## config.mk

```make
export PLATFORM = sky130hd
export DESIGN_NAME = vend_txn_ctrl
export DESIGN_NICKNAME = d
export VERILOG_FILES = /design/src/rtl/vend_pkg.sv /design/src/rtl/vend_timer.sv /design/src/rtl/vend_stock.sv /design/src/rtl/vend_txn_ctrl.sv
export SDC_FILE = /design/constraint.sdc
export NUM_CORES = 1
export LEC_CHECK = 0
export ABC_AREA = 1
export ABC_CLOCK_PERIOD_IN_PS = 2800
export BUFFER_PORTS_ARGS = -buffer_cell sky130_fd_sc_hd__buf_2
export CORE_MARGIN = 5
export CORE_UTILIZATION = 34
export CTS_BUF_LIST = sky130_fd_sc_hd__clkbuf_8
export DETAILED_ROUTE_END_ITERATION = 10
export HOLD_SLACK_MARGIN = 0.1
export PLACE_DENSITY_LB_ADDON = 0.08
export SKIP_LAST_GASP = 1
export SYNTH_ARGS = -nofsm -noshare
export SYNTH_HDL_FRONTEND = slang
export SYNTH_SLANG_ARGS = --single-unit
```

## constraint.sdc

```tcl
create_clock -name clk -period 2.8 [get_ports clk]
set_clock_uncertainty 0.05 [all_clocks]
set_input_delay 0.14 -clock clk [delete_from_list [all_inputs] [get_ports clk]]
set_output_delay 0.14 -clock clk [all_outputs]
set_load 0.01 [all_outputs]
```

## src/rtl/vend_pkg.sv

```systemverilog
package vend_pkg;
  localparam int DIGIT_W = 4;
  localparam int CODE_W  = 8;
  localparam int PRICE_W = 3;

  typedef enum logic [2:0] {
    S_IDLE, S_DIG_HI, S_DIG_LO, S_PAY, S_DOOR_WAIT, S_DOOR_OPEN
  } txn_state_t;

  // a keypad digit is decimal
  function automatic logic digit_ok(input logic [DIGIT_W-1:0] d);
    return d <= DIGIT_W'(9);
  endfunction

  function automatic logic [CODE_W-1:0] join_code(input logic [DIGIT_W-1:0] hi,
                                                  input logic [DIGIT_W-1:0] lo);
    return (CODE_W'(hi) << 3) + (CODE_W'(hi) << 1) + CODE_W'(lo);
  endfunction

  // price bands: four-wide bands up to 15, then pairs
  function automatic logic [PRICE_W-1:0] price_of(input logic [CODE_W-1:0] c);
    if (c < CODE_W'(16)) return PRICE_W'(c[CODE_W-1:2]) + PRICE_W'(1);
    else if (c < CODE_W'(18)) return PRICE_W'(5);
    else return PRICE_W'(6);
  endfunction
endpackage

```

## src/rtl/vend_timer.sv

```systemverilog
module vend_timer #(
  parameter int WAIT_CYC = 5
) (
  input  logic clk,
  input  logic rst,
  input  logic restart,
  output logic expired
);
  localparam int TW = (WAIT_CYC > 1) ? $clog2(WAIT_CYC) : 1;
  logic [TW-1:0] cnt_q;

  always_ff @(posedge clk) begin
    if (rst || restart) cnt_q <= '0;
    else if (!expired)  cnt_q <= cnt_q + TW'(1);
  end

  assign expired = (cnt_q == TW'(WAIT_CYC - 1));
endmodule

```

## src/rtl/vend_stock.sv

```systemverilog
module vend_stock #(
  parameter int NUM_SLOTS = 20,
  parameter int SLOT_CAP  = 10,
  localparam int IDX_W    = $clog2(NUM_SLOTS)
) (
  input  logic             clk,
  input  logic             rst,
  input  logic             fill,
  input  logic             dec_en,
  input  logic [IDX_W-1:0] dec_idx,
  input  logic [IDX_W-1:0] look_idx,
  output logic             look_nonzero
);
  localparam int CNT_W = $clog2(SLOT_CAP + 1);
  localparam int PAD_N = 1 << IDX_W;

  logic [NUM_SLOTS-1:0] nz;
  logic [PAD_N-1:0]     nz_pad;

  for (genvar i = 0; i < NUM_SLOTS; i++) begin : g_slot
    logic [CNT_W-1:0] cnt_q;
    always_ff @(posedge clk) begin
      if (rst) cnt_q <= '0;
      else if (fill) cnt_q <= CNT_W'(SLOT_CAP);
      else if (dec_en && dec_idx == IDX_W'(i) && cnt_q != '0) cnt_q <= cnt_q - CNT_W'(1);
    end
    assign nz[i] = (cnt_q != '0);
  end

  always_comb begin
    nz_pad = '0;
    nz_pad[NUM_SLOTS-1:0] = nz;
  end

  assign look_nonzero = nz_pad[look_idx];
endmodule

```

## src/rtl/vend_txn_ctrl.sv

```systemverilog
module vend_txn_ctrl
  import vend_pkg::*;
#(
  parameter int NUM_SLOTS = 20,
  parameter int SLOT_CAP  = 10,
  parameter int WAIT_CYC  = 5
) (
  input  logic               clk,
  input  logic               rst,
  input  logic               reload,
  input  logic               card_in,
  input  logic               key_press,
  input  logic [DIGIT_W-1:0] key_digit,
  input  logic               pay_ok,
  input  logic               door_open,
  output logic               vend,
  output logic               bad_sel,
  output logic               pay_fail,
  output logic [PRICE_W-1:0] price
);
  localparam int IDX_W = $clog2(NUM_SLOTS);

  txn_state_t         st_q, st_nx;
  logic [DIGIT_W-1:0] hi_q;
  logic [IDX_W-1:0]   slot_q;
  logic [PRICE_W-1:0] price_q;
  logic               bad_q, fail_q;

  // named internal events
  logic               txn_start, hi_load, sel_accept, inv_set, fail_set, stock_dec;
  logic               tmo, fill, slot_has_stock, code_ok;
  logic [CODE_W-1:0]  code;

  assign code    = join_code(hi_q, key_digit);
  assign code_ok = digit_ok(hi_q) && digit_ok(key_digit) && (code < CODE_W'(NUM_SLOTS));
  assign fill    = reload && (st_q == S_IDLE);

  vend_stock #(.NUM_SLOTS(NUM_SLOTS), .SLOT_CAP(SLOT_CAP)) u_stock (
    .clk(clk), .rst(rst), .fill(fill),
    .dec_en(stock_dec), .dec_idx(slot_q),
    .look_idx(code[IDX_W-1:0]), .look_nonzero(slot_has_stock)
  );

  vend_timer #(.WAIT_CYC(WAIT_CYC)) u_timer (
    .clk(clk), .rst(rst), .restart(st_nx != st_q), .expired(tmo)
  );

  always_comb begin
    st_nx = st_q;
    txn_start = 1'b0; hi_load = 1'b0; sel_accept = 1'b0;
    inv_set = 1'b0; fail_set = 1'b0; stock_dec = 1'b0;
    unique case (st_q)
      S_IDLE: if (!reload && card_in) begin
        txn_start = 1'b1; st_nx = S_DIG_HI;
      end
      S_DIG_HI: if (key_press) begin
        hi_load = 1'b1; st_nx = S_DIG_LO;
      end else if (tmo) begin
        inv_set = 1'b1; st_nx = S_IDLE;
      end
      S_DIG_LO: if (key_press) begin
        if (code_ok && slot_has_stock) begin
          sel_accept = 1'b1; st_nx = S_PAY;
        end else begin
          inv_set = 1'b1; st_nx = S_IDLE;
        end
      end else if (tmo) begin
        inv_set = 1'b1; st_nx = S_IDLE;
      end
      S_PAY: if (pay_ok) begin
        stock_dec = 1'b1; st_nx = S_DOOR_WAIT;
      end else if (tmo) begin
        fail_set = 1'b1; st_nx = S_IDLE;
      end
      S_DOOR_WAIT: if (door_open) st_nx = S_DOOR_OPEN;
                   else if (tmo)  st_nx = S_IDLE;
      S_DOOR_OPEN: if (!door_open) st_nx = S_IDLE;
      default: st_nx = S_IDLE;
    endcase
  end

  always_ff @(posedge clk) begin
    if (rst) begin
      st_q    <= S_IDLE;
      hi_q    <= '0;
      slot_q  <= '0;
      price_q <= '0;
      bad_q   <= 1'b0;
      fail_q  <= 1'b0;
    end else begin
      st_q   <= st_nx;
      bad_q  <= inv_set;
      fail_q <= fail_set;
      if (hi_load) hi_q <= key_digit;
      if (sel_accept) begin
        slot_q  <= code[IDX_W-1:0];
        price_q <= price_of(code);
      end else if (txn_start) begin
        price_q <= '0;
      end
    end
  end

  assign vend     = (st_q == S_DOOR_WAIT) || (st_q == S_DOOR_OPEN);
  assign bad_sel  = bad_q;
  assign pay_fail = fail_q;
  assign price    = price_q;
endmodule

```

==> impl_results.md <==
- Antenna violations before repair: 0
- Max-cap violations: 0
- Worst-Skew Late Latency: 0.38 ns
- Fill cells: 1697
- Initial Util: 34.6%
- Psw: 851 µW
- Slowest library cell on the worst path: fa_2
- Hold Crit Class: input port to register
- Core Util, Final: 39.1%
- CTS max path bufs: 2
- H-Tree Depth: 3
- Register area share after synthesis: 36.6%
- DIE AREA: 0.0187 mm²
- CP Launch Type: register
- Critical path endpoint category: register
- Final period util: 95.9%
- Ant diodes: 0
- CTS buffer count: 9
- Routed wire per std cell: 13.5 µm
- RSZ-0062 raised after global routing: yes
- Worst slew margin: 29.6%
- Seq pwr share: 50.6%
- Area growth syn-to-layout: 12.9%
- Area of the core: 0.0158 mm²
- Clock share of power: 33.5%
- WS Path Type: register to register
- Clock-pin transition on the worst setup and hold timing paths: 0.10 ns
- Peak Freq: 373 MHz
- Setup-failing EPs final: 0
- Status: finished, final reports clean
- Vias: 5076
- Commonest non-fill, non-tap cell in the layout: inv_1
- Yosys Warn Count: 0
- Mapped cell area: 0.00548 mm²
- DR vias/cell: 4.88
- Drt first pass iters: 5
- Critical Path Max Stage Delay: 0.55 ns
- Root cell of the clock tree: clkbuf_8
- # DRC: 0
- Critical Path, Cell by Cell: fa_2 > fa_2 > inv_2 > ha_4 > nand4_1 > a21oi_2 > nand3_2 > buf_6 > nand4_1 > nand2_1 > nand2_2 > nor2_1
- Initial DRC count: 307
- Share of cells above drive strength 1: 10.3%
- Pwr Density: 486 mW/mm²
- TritonCTS clock tree: yes
- Fin Hold WS: 0.210 ns
- Standard-cell rows: 46
- Required time of the critical path: 3.02 ns
- DP HPWL: 9830 µm
- Aggregate global routing overflow: 0
- Area leader, netlist: dfxtp_1
- Antenna-violating nets left: 0
- Largest net degree at the start of global routing: 38
- First-pass GRT wire length: 23200 µm
- IO Count: 17
- Buffers added on ports: 16
- Post-Syn Nets: 836
- Maximum vdd ir drop: 0.359 mV
- Post-Syn Instances: 791
- Die W: 137 µm
- CTS sink cnt: 100
- Hold Path Origin: card_in
- Fin nets: 865
- Top post-synthesis cells by area: dfxtp_1 (37%), inv_1 (9.0%), nand2_1 (7.4%)
- CP Launch Point: hi_q[2]$_SDFFE_PP0P_
- Mapped Avg Cell Area: 6.92 µm²
- Final WL: 14000 µm
- Internal: 2.15 mW
- Reg2reg start: hi_q[2]$_SDFFE_PP0P_
- Top cell type's share of synthesized area: 36.6%
- Final slew viol count: 0
- GPL Wtd Cong: 0.820
- Commonest cells after routing, fill and taps aside: inv_1 (131), nand2_1 (106), dfxtp_1 (98), nor2_1 (91), a21oi_1 (71)
- Worst-margin pin slew: 1.06 ns
- Die Y-Extent: 137 µm
- Vias in the first global route: 4830
- Seq cells post-synth: 100
- Synth cell types: 46
- Fin. Hold Viols: 0
- Minimum clock period: 2.68 ns
- Switching share of total power: 28.4%
- Total track usage: 15.8%
- LEAKAGE: 2.69 nW
- Data arrival, critical path: 2.90 ns
- CP max FO: 5
- Comb power frac: 16.0%
- Setup TNS: 0 ns
==> worst paths after layout <==
kind,end,slack (ns),cells after the start
worst min register to register,u_stock.g_slot[7].cnt_q[0]$_SDFFE_PP0P_,0.42,2
worst min-delay path,price[0]$_SDFFE_PP0P_,0.21,4
worst max register to register,u_timer.cnt_q[1]$_SDFFE_PP0N_,0.12,12
worst max-delay path,u_timer.cnt_q[1]$_SDFFE_PP0N_,0.12,12
==> cells by family after synthesis <==
family / Yosys count / synth area share, %
and+or+nand+nor: 325 / 27.3
AOI/OAI and AO/OA: 169 / 16.3
buffers and inverters: 160 / 11.3
DFF: 100 / 36.6
adders and majority gates: 34 / 8.04
xor gates and xnor gates: 3 / 0.480
==> metal layers <==
metal,global-route usage [%],share of wire [%],wire [µm]
met1,19.9,47,6610
met3,3.49,3.2,446
met5,0,0,0
met2,26.7,48,6680
met4,5.49,2.0,280
==> synth_stat cells, drive strengths merged <==
cell and count:
a22oi 1, and2 1, clkbuf 13, o31ai 5, ha 32, buf 5
o21a 2, xor2 3, nand2 111, nor2 97, a211oi 1, clkinv 5
fa 2, nand3 63, o21ai 73, nor3 19, or2 8, or3 2
a31oi 11, dfxtp 100, a21o 1, inv 137, nor4 3, o211ai 2
nand3b 1, a21oi 72, nand4 19, and3 1, a41oi 1
==> layout make-up <==
cell class	instances	area (µm²)	share of cell area, %
Timing Repair Buffer	36	253	4.09
Multi-Input combinational cell	531	2910	47.1
Clock buffer	9	124	2.00
Tap cell	216	270	4.37
Inverter	142	534	8.64
Sequential cell	100	2010	32.5
Clock inverter	6	81.3	1.32
==> stage by stage <==
stage               area [µm²]  std cells  power [mW]  setup slack, ns
floorplan                 5480        791        1.87            0.197
global placement          5810       1014        2.00           0.0680
detailed placement        5810       1014        2.01          -0.0122
CTS                       6080       1035        3.04           0.0107
global route              6180       1040        3.19          -0.0368
finish                    6180       1040        3.00            0.116
==> what timing repair did <==
action / CTS / global route
endpoints found under the setup margin: 10 / 11
gates resized for setup: 1 / 19
buffers inserted: 0 / 5
pin swaps: 0 / 8
hold endpoints to repair: 6 / 0
hold buffers: 6 / 0
==> flip-flops by register name, indices dropped and copies added, names as in the netlist <==
name and flops:
slot_q 5, u_stock.g_slot.cnt_q 80, st_q 3, u_timer.cnt_q 3, pay_fail 1, price 3, hi_q 4, bad_sel 1
==> power by group through the flow <==
| stage | sequential [mW] | combinational [mW] | clock, mW |
|---|---|---|---|
| CTS | 1.52 | 0.465 | 1.06 |
| global route | 1.53 | 0.560 | 1.11 |
| finish | 1.52 | 0.480 | 1.00 |
| detailed placement | 1.55 | 0.456 | 0 |
| floorplan | 1.54 | 0.327 | 0 |
| global placement | 1.55 | 0.449 | 0 |
==> critical path, delay by kind of cell, from the launching register on <==
| kind | cells | cell delay, ns |
|---|---|---|
| adders and majority gates | 3 | 1.17 |
| buffers and inverters | 2 | 0.26 |
| AOI/OAI and AO/OA | 1 | 0.21 |
| DFF | 1 | 0.37 |
| and+or+nand+nor | 6 | 0.52 |
(Power assumes the default switching activity.)
